## src/rtl/serial_frame_tx.sv

```systemverilog
module serial_frame_tx #(
  parameter int OVS = 16
) (
  input  logic       clk,
  input  logic       rst_n,
  input  logic       tick,
  input  logic [7:0] in_data,
  input  logic       in_valid,
  output logic       in_ready,
  input  logic [1:0] char_len,
  input  logic       parity_en,
  input  logic       parity_odd,
  input  logic       stop_long,
  input  logic       brk,
  input  logic       cts_auto,
  input  logic       cts,
  output logic       tx_line,
  output logic       tx_empty
);

  localparam int CW = $clog2(2 * OVS);
  localparam logic [CW-1:0] LIM_ONE  = CW'(OVS - 1);
  localparam logic [CW-1:0] LIM_HALF = CW'(OVS + OVS / 2 - 1);
  localparam logic [CW-1:0] LIM_TWO  = CW'(2 * OVS - 1);

  typedef enum logic [2:0] {S_IDLE, S_START, S_DATA, S_PAR, S_STOP} st_t;

  st_t           st;
  logic [CW-1:0] cnt;
  logic [2:0]    idx;
  logic [7:0]    sh;
  logic [1:0]    len_q;
  logic          pen_q, par_q, slong_q;

  wire [7:0] dmask = in_data & (8'hFF >> (2'd3 - char_len));
  wire       take  = in_valid && in_ready;

  logic [CW-1:0] lim;
  always_comb begin
    lim = LIM_ONE;
    if (st == S_STOP && slong_q) lim = (len_q == 2'd0) ? LIM_HALF : LIM_TWO;
  end

  always_ff @(posedge clk or negedge rst_n) begin
    if (!rst_n) begin
      st      <= S_IDLE;
      cnt     <= '0;
      idx     <= '0;
      sh      <= '0;
      len_q   <= '0;
      pen_q   <= 1'b0;
      par_q   <= 1'b0;
      slong_q <= 1'b0;
    end else if (take) begin
      st      <= S_START;
      cnt     <= '0;
      idx     <= '0;
      sh      <= dmask;
      len_q   <= char_len;
      pen_q   <= parity_en;
      par_q   <= (^dmask) ^ parity_odd;
      slong_q <= stop_long;
    end else if (st != S_IDLE && tick) begin
      if (cnt != lim) begin
        cnt <= cnt + 1'b1;
      end else begin
        cnt <= '0;
        case (st)
          S_START: st <= S_DATA;
          S_DATA: begin
            sh  <= sh >> 1;
            idx <= idx + 3'd1;
            if (idx == {1'b0, len_q} + 3'd4) st <= pen_q ? S_PAR : S_STOP;
          end
          S_PAR:   st <= S_STOP;
          default: st <= S_IDLE;
        endcase
      end
    end
  end

  assign in_ready = (st == S_IDLE) && (!cts_auto || cts);
  assign tx_empty = (st == S_IDLE) && !in_valid;

  always_comb begin
    case (st)
      S_START: tx_line = 1'b0;
      S_DATA:  tx_line = sh[0];
      S_PAR:   tx_line = par_q;
      default: tx_line = 1'b1;
    endcase
    if (brk) tx_line = 1'b0;
  end

  a_r2_start_low: assert property (@(posedge clk) disable iff (!rst_n)
    (take && !brk) |=> !tx_line);

  a_r10_one_take: assert property (@(posedge clk) disable iff (!rst_n)
    take |=> !in_ready);

  a_r5_no_tick_hold: assert property (@(posedge clk) disable iff (!rst_n)
    (st != S_IDLE && !tick) |=> ($stable(st) && $stable(cnt)));

  a_r4_stop_high: assert property (@(posedge clk) disable iff (!rst_n)
    (st == S_STOP && !brk) |-> tx_line);

  a_r7_cts_block: assert property (@(posedge clk) disable iff (!rst_n)
    (cts_auto && !cts) |-> !in_ready);

endmodule

```

## config.mk

```make
export PLATFORM = sky130hd
export DESIGN_NAME = serial_frame_tx
export DESIGN_NICKNAME = d
export VERILOG_FILES = /design/src/rtl/serial_frame_tx.sv
export SDC_FILE = /design/constraint.sdc
export NUM_CORES = 1
export LEC_CHECK = 0
export ABC_AREA = 1
export BUFFER_PORTS_ARGS = -buffer_cell sky130_fd_sc_hd__buf_2
export CORE_MARGIN = 2
export CORE_UTILIZATION = 35
export CTS_CLUSTER_DIAMETER = 200
export CTS_CLUSTER_SIZE = 10
export DETAILED_ROUTE_END_ITERATION = 8
export PLACE_DENSITY = 0.58
export SYNTH_ARGS = -nofsm -noshare
export SYNTH_HDL_FRONTEND = slang
export SYNTH_SLANG_ARGS = --single-unit
```

## constraint.sdc

```tcl
create_clock -name clk -period 3.32 [get_ports clk]
set_input_delay 0.996 -clock clk [delete_from_list [all_inputs] [get_ports clk]]
set_output_delay 0.996 -clock clk [all_outputs]
set_load 0.01 [all_outputs]
```

### Word level (Yosys, flattened, before mapping)

Cells that the tools add are included.

| storage, ports and cells | value |
|---|---|
| register bits after elaboration | 24 |
| output and inout port bits | 3 |

| operators by class | value |
|---|---|
| add/subtract/negate cells | 4 |
| equal/unequal tests | 8 |
| shift operators | 1 |
| muxes and demuxes | 21 |
| bitwise logic cells | 2 |
| reductions and logical operators | 16 |

Operators by type and width:

| kind | count |
|---|---|
| 8-bit two-way mux | 4 |
| 3-bit two-way mux | 9 |
| 5-bit two-way mux | 4 |
| 3-bit case mux with 3 select lines | 1 |
| 8-bit bitwise AND | 1 |
| 8-bit parity | 1 |
| 8-bit by 2-bit >> shifter with 8-bit output, first input constant | 1 |
| 3-bit by 2-bit == test with 1-bit output, second input constant | 2 |
| 3-bit AND reduction | 2 |
| 5-bit by 1-bit adder with 5-bit output, second input constant | 1 |
| 1-bit logical AND | 5 |
| 5-bit inequality test | 1 |
| 4-bit two-way mux | 1 |
| 2-bit nonzero test | 2 |
| 2-bit by 3-bit adder with 3-bit output, second input constant | 1 |
| 3-bit by 1-bit adder with 3-bit output, second input constant | 1 |
| 3-bit by 1-bit == test with 1-bit output, second input constant | 1 |
| 3-bit == test | 1 |
| 3-bit == test, second input constant | 1 |
| 3-bit logical NOT | 1 |
| 3-bit inequality test, second input constant | 1 |
| 1-bit case mux with 3 select lines | 1 |
| 3-bit nonzero test | 1 |
| 1-bit logical NOT | 2 |
| 6 further kinds | 6 |

### Longest topological paths before layout

Gate-level depths: netlist of the first run.

| logic depth | value |
|---|---|
| depth in word-level cells | 7 |
| gate-level depth with buffers | 12 |

### Least setup slack after synthesis of the first run

Ideal clock, no wire load.

| timing path | value |
|---|---|
| path kind | in2out |
| start point | input port brk |
| end point | output port tx_line |
| arrival time | 1376 ps |
| required time | 2324 ps |
| path slack | 948 ps |
| stages on the path | 1 |
| buffers on the path | 0 |
| path through | a311oi_1 |

| between the ends | value |
|---|---|
| longest elaborated chain between the ends | 1 |

Ends and longest elaborated chain:

| element | RTL line | RTL |
|---|---|---|
| start: declaration | 14 | `input logic brk,` |
| 1-bit two-way mux | 92 | `if (brk) tx_line = 1'b0;` |
| end: declaration | 17 | `output logic tx_line,` |

No other way between the ends.

### Final worst setup path of the first run

Ends and elaborated chain as after synthesis.

==> metrics.yaml, run 1 <==
slew-limit-headroom_pct: 63.4
period_minus_slack_ns: 2.49
cpMostUsedCell: "buf_2"
cts.sinks: 24
drc_errors: 0
power_leakage_uw: 0.000930
cts_buffers: 3
synthArstFlopShare_pct: 100
place_congestion: 0.787
syn-num-nets: 241
finalHoldViolCount: 0
slew_viol_final: 0
clockBufferDepth: 2
crit_slowest_cell: "a311oi_1"
synth_edf_count: 0
dp_cells: 286
synth_ff_type: "dfrtp_1"
cp_slowest_stage_delay_ns: 0.23
synth_top_area_share_pct: 39.6
endpoint_kind: "primary output"
grt_first_pass_wirelength_um: 5690
final_cell_mix: "89 x nand2_1, 27 x nand3_1, 24 x dfrtp_1, 22 x inv_1, 22 x buf_2"
antenna_found_initial: 0
arrival_ns: 1.50
p_per_area_nw_per_um2: 714
ios: 23
tns_ns: 0
cts_tree: "done"
final_common_cell: "nand2_1"
rsz0062_at_grt: "false"
grt_overflow: 0
clkLatencyLatePin_ns: 0.27
grt_pass1_vias: 1302
track_usage_pct: 14.1
fin_skew_ns: 0.00435
max_freq_mhz: 401
synth-warning-count: 0
hpwl_um: 2350
power_uw: 1220
hp-class: "reg2reg"
area_growth_pct: 12.4
grt_max_degree: 28
netlist_instances: 219
synthTopCellsByArea: "dfrtp_1 40%, nand2_1 22%, nand3_1 8.9%"
crit_chain: "buf_2, a311oi_1, buf_2"
dieArea_um2: 4880
synth_largest_area_cell: "dfrtp_1"
status: "completed"
crit_fanout: 1
ant_nets: 0
cts_resized: 0
path_clk_slew_ns: 0.09
diodes: 0
synth-seq-cells: 24
cts_setup_buffers: 0
avgSynthCellArea_um2: 6.93
drt-total-wl_um: 3080
start_util_pct: 37.1
postCtsHoldBufs: 0
drive_above_1_share_pct: 13.8
worst_slew_pin_slew_ns: 0.550
fin_nets: 263
routedWlPerCell_um: 10.6
drtPass1Iterations: 4
synth_cell_type_count: 26
instances_no_fill: 290
crit_type: "in2out"
die_h_um: 69.9
finalCritPeriodShare_pct: 75.1
coreArea_um2: 4090
yosysSeqAreaShare_pct: 39.6
clock-root-buffer: "clkbuf_8"
drt-initial-drc-count: 72
cap_viol_max_count: 0
setup_viol: 0
rows: 23
ir_drop_v: 0.000189
port_buffers: 22
htree_levels: 1
die_w_um: 69.9
critical_path.startpoint_type: "input pin"
vias: 1389
synth_area_um2: 1520
via_per_inst: 4.79
worstPathRequired_ns: 2.32
## worst paths after layout
| kind | start | end | slack [ns] | cells after the start |
|---|---|---|---|---|
| min in group asynchronous | rst_n | cnt[4]$_DFFE_PN0P_ | 0.70 | 1 |
| setup / recovery | brk | tx_line | 0.83 | 3 |
| hold reg to reg | sh[0]$_DFFE_PN0P_ | sh[0]$_DFFE_PN0P_ | 0.47 | 2 |
| hold / removal | sh[0]$_DFFE_PN0P_ | sh[0]$_DFFE_PN0P_ | 0.47 | 2 |
| setup reg to reg | st[0]$_DFFE_PN0P_ | idx[2]$_DFFE_PN0P_ | 1.45 | 6 |
| max in group asynchronous | rst_n | sh[3]$_DFFE_PN0P_ | 2.25 | 1 |
## cell type report
cell class	count	area, µm²
Fill cell	434	2380
Multi-Input combinational cell	167	791
Sequential cell	24	601
Timing Repair Buffer	22	110
Inverter	23	86.3
Tap cell	50	62.6
Clock buffer	4	55.1
## sequential cells by signal (all words and copies together), names as in the netlist
| register | cells |
|---|---|
| st | 3 |
| len_q | 2 |
| pen_q | 1 |
| cnt | 5 |
| slong_q | 1 |
| par_q | 1 |
| sh | 8 |
| idx | 3 |
## cell usage after synthesis (2+ instances only)
library cell / n
inv_1: 22
buf_2: 2
nor2_1: 14
xor2_1: 3
nor3_1: 2
o21a_1: 2
buf_6: 2
o21ai_0: 13
ha_1: 2
dfrtp_1: 24
nand3_1: 27
nand4_1: 2
nand2_1: 89
nand2_2: 3
## routing by layer
metal  wire length [µm]  vias to the layer above  GRT usage [%]
met5                  0                        -              0
met4                 17                        0           4.06
met3                128                        2           3.17
met2               1350                       29           21.8
met1               1590                      622           19.9
li1                   -                      736              -
## worst max-delay path: cells and delay by family
| kind | cells | cell delay, ns |
|---|---|---|
| compound gates | 1 | 0.23 |
| buf+inv | 2 | 0.27 |
## cells by family after synthesis
family,Yosys count,share of synthesized area [%]
and+or+nand+nor,142,40.9
buffers and inverters,28,8.33
DFF,24,39.6
AOI/OAI and AO/OA,19,7.25
xor gates and xnor gates,4,2.31
adders and majority gates,2,1.65
## per-stage QoR
step / hold slack (ns) / utilization (%) / cell area, µm² / setup slack, ns
global route: 0.510 / 41.7 / 1710 / 0.776
CTS: 0.481 / 41.7 / 1710 / 0.840
detailed placement: 0.459 / 40.4 / 1650 / 0.840
global placement: 0.455 / 40.4 / 1650 / 0.818
finish: 0.473 / 41.7 / 1710 / 0.828
floorplan: 0.442 / - / 1520 / 0.948
## power breakdown
part | internal (µW) | total [µW] | switching (µW)
Combinational | 186 | 528 | 342
Sequential | 402 | 489 | 86.8
Clock | 106 | 202 | 96.0
No activity file was read; power rests on OpenSTA's default activity.
==> inputs of run 2 (changes only) <==
- clock period: 3.32 -> 2.4 ns (I/O delays scaled with it)
==> run 2 against run 1 <==
  * Sequential power up 38%
  * First-iteration DRC count fell by 5.6%
  * Worst hold slack got worse by 0.059 ns
  * Clock skew fell by 0.00092 ns
  * Final area is 0.51% higher
  * Critical path type is now reg2out
  * Critical endpoint is now tx_empty
  * Largest cell class unchanged
==> metrics.yaml, run 2 (synthesis results as in run 1) <==
cts_tree: "done"
area_growth_pct: 12.9
antenna_found_initial: 0  # unchanged
p_sw_share_pct: 43.6  # +0.48 points
finalHoldViolCount: 0  # unchanged
grt_overflow: 0  # unchanged
worstPathRequired_ns: 1.68  # -0.64 ns
crit_fanout: 6  # +5
rsz0062_at_grt: "false"
grt_first_pass_wirelength_um: 5940  # +4.5%
arrival_ns: 1.30  # -0.20 ns
drt-initial-drc-count: 68  # -5.6%
slew_viol_final: 0  # unchanged
postPlaceCellArea_um2: 1670  # +1.4%
cts_setup_buffers: 0  # unchanged
start_util_pct: 37.1  # unchanged
place_congestion: 0.775  # -1.6%
instances_no_fill: 292  # +0.69%
finalCritPeriodShare_pct: 84.3
final_common_cell: "nand2_1"
largest_registers: "sh: 8 flops, cnt: 5 flops"
die_w_um: 69.9  # unchanged
power.share.clock_pct: 14.8  # -1.8 points
diodes: 0  # unchanged
cap_viol_max_count: 0  # unchanged
largest-register: "sh"
max_freq_mhz: 494
grt_pass1_vias: 1363  # +4.7%
crit_chain: "nor2_4, nand2_1, nor2_1, buf_2"
fin_skew_ns: 0.00343  # -0.000917 ns
dieArea_um2: 4880  # unchanged
intPower_uw: 948  # +37%
die_h_um: 69.9  # unchanged
power_leakage_uw: 0.000938  # +0.81%
postCtsHoldBufs: 0  # unchanged
clkLatencyLatePin_ns: 0.27  # about the same
largest_reg_flops: 8  # unchanged
cts_buffers: 3  # unchanged
tns_ns: 0  # unchanged
drc_errors: 0  # unchanged
track_usage_pct: 14.6  # +0.45 points
power_switching_uw: 732  # +39%
combPwrFrac_pct: 45.1  # +1.8 points
finalInstanceArea_um2: 1710  # +0.51%
setup_viol: 0  # unchanged
clockBufferDepth: 2  # unchanged
htree_levels: 1  # unchanged
crit_type: "reg2out"
drtPass1Iterations: 4  # unchanged
cts.sinks: 24  # unchanged
crit_slowest_cell: "dfrtp_1"
dp_cells: 289  # +1.0%
fill_cells: 451  # +3.9%
endpoint_kind: "primary output"
drt-total-wl_um: 3090  # +0.29%
p_per_area_nw_per_um2: 980  # +37%
hp-class: "in2async"
via_per_inst: 4.65  # -3.0%
coreArea_um2: 4090  # unchanged
cts_resized: 0  # unchanged
drive_above_1_share_pct: 14.5  # +0.71 points
cp_slowest_stage_delay_ns: 0.46  # +0.23 ns
slew-limit-headroom_pct: 64.0  # +0.67 points
hpwl_um: 2340  # -0.38%
routedWlPerCell_um: 10.6  # -0.40%
worst_slew_pin_slew_ns: 0.539  # -0.0101 ns
p_seq_share_pct: 40.1  # about the same
clock-root-buffer: "clkbuf_8"
ios: 23  # unchanged
ir_drop_v: 0.000399  # +110%
path_clk_slew_ns: 0.09  # about the same
port_buffers: 22  # unchanged
status: "completed"
critical_path.startpoint_type: "flop"
crit_family: "flip-flops"
vias: 1357  # -2.3%
grt_max_degree: 25  # -11%
fin_nets: 266  # +1.1%
period_minus_slack_ns: 2.02
rows: 23  # unchanged
critical_path_buf_inv_count: 1  # -1
final_cell_mix: "89 x nand2_1, 27 x nand3_1, 24 x dfrtp_1, 22 x inv_1, 22 x buf_2"
ant_nets: 0  # unchanged
==> run 2: cell count changes in the layout (fill, tap and decap cells not counted) <==
cell      previous run  this run
buf_4                0         3
clkbuf_8             4         3
==> run 2: worst register-to-register path: cells and delay by family, from the launching register on <==
| family | cells | cell delay, ns |
|---|---|---|
| AO/OA/AOI/OAI | 1 | 0.20 |
| flip-flops | 1 | 0.46 |
| AND/OR/NAND/NOR | 6 | 0.90 |
==> run 2: path summary, 6_finish.rpt <==
path / end / start / slack [ns] / cells past startpoint
min in group clk: sh[2]$_DFFE_PN0P_ / sh[2]$_DFFE_PN0P_ / 0.48 / 2
max in group asynchronous: len_q[0]$_DFFE_PN0N_ / rst_n / 1.62 / 1
worst max register to register: st[0]$_DFFE_PN0P_ / st[0]$_DFFE_PN0P_ / 0.75 / 7
worst min register to register: sh[2]$_DFFE_PN0P_ / sh[2]$_DFFE_PN0P_ / 0.48 / 2
worst min-delay path: cnt[2]$_DFFE_PN0P_ / rst_n / 0.41 / 1
worst max-delay path: tx_empty / st[0]$_DFFE_PN0P_ / 0.38 / 4
==> run 2: power by group through the flow <==
stage	Clock, µW	Combinational, µW	Sequential, µW
floorplan	0	608	655
global placement	0	767	681
detailed placement	0	773	680
CTS	256	774	674
global route	267	898	698
finish	249	757	673
==> run 2: area by class of cell <==
class                   count  area (µm²)  area share (%)
multi-input cells         167         791            46.1
flip-flops and latches     24         601            35.0
repair buffers             25         133            7.74
inverters                  23        86.3            5.04
well taps                  50        62.6            3.65
clock buffers               3        41.3            2.41
==> run 2: metrics by stage <==
stage	util, %	hold WS (ns)	power [µW]	setup WS, ns
after floorplan	-	0.424	1260	0.580
after CTS	41.9	0.449	1700	0.359
final	41.9	0.414	1680	0.377
after global routing	41.9	0.474	1860	0.227
after detailed placement	40.9	0.463	1450	0.474
after global placement	40.9	0.458	1450	0.490
==> run 2: per-layer routing <==
layer  vias to the layer above  track usage, %  share of wire, %
li1                        744               -                 -
met1                       584            19.4                51
met2                        27            24.3                43
met3                         2            3.61               5.0
met4                         0            2.56              0.65
met5                         -               0                 0
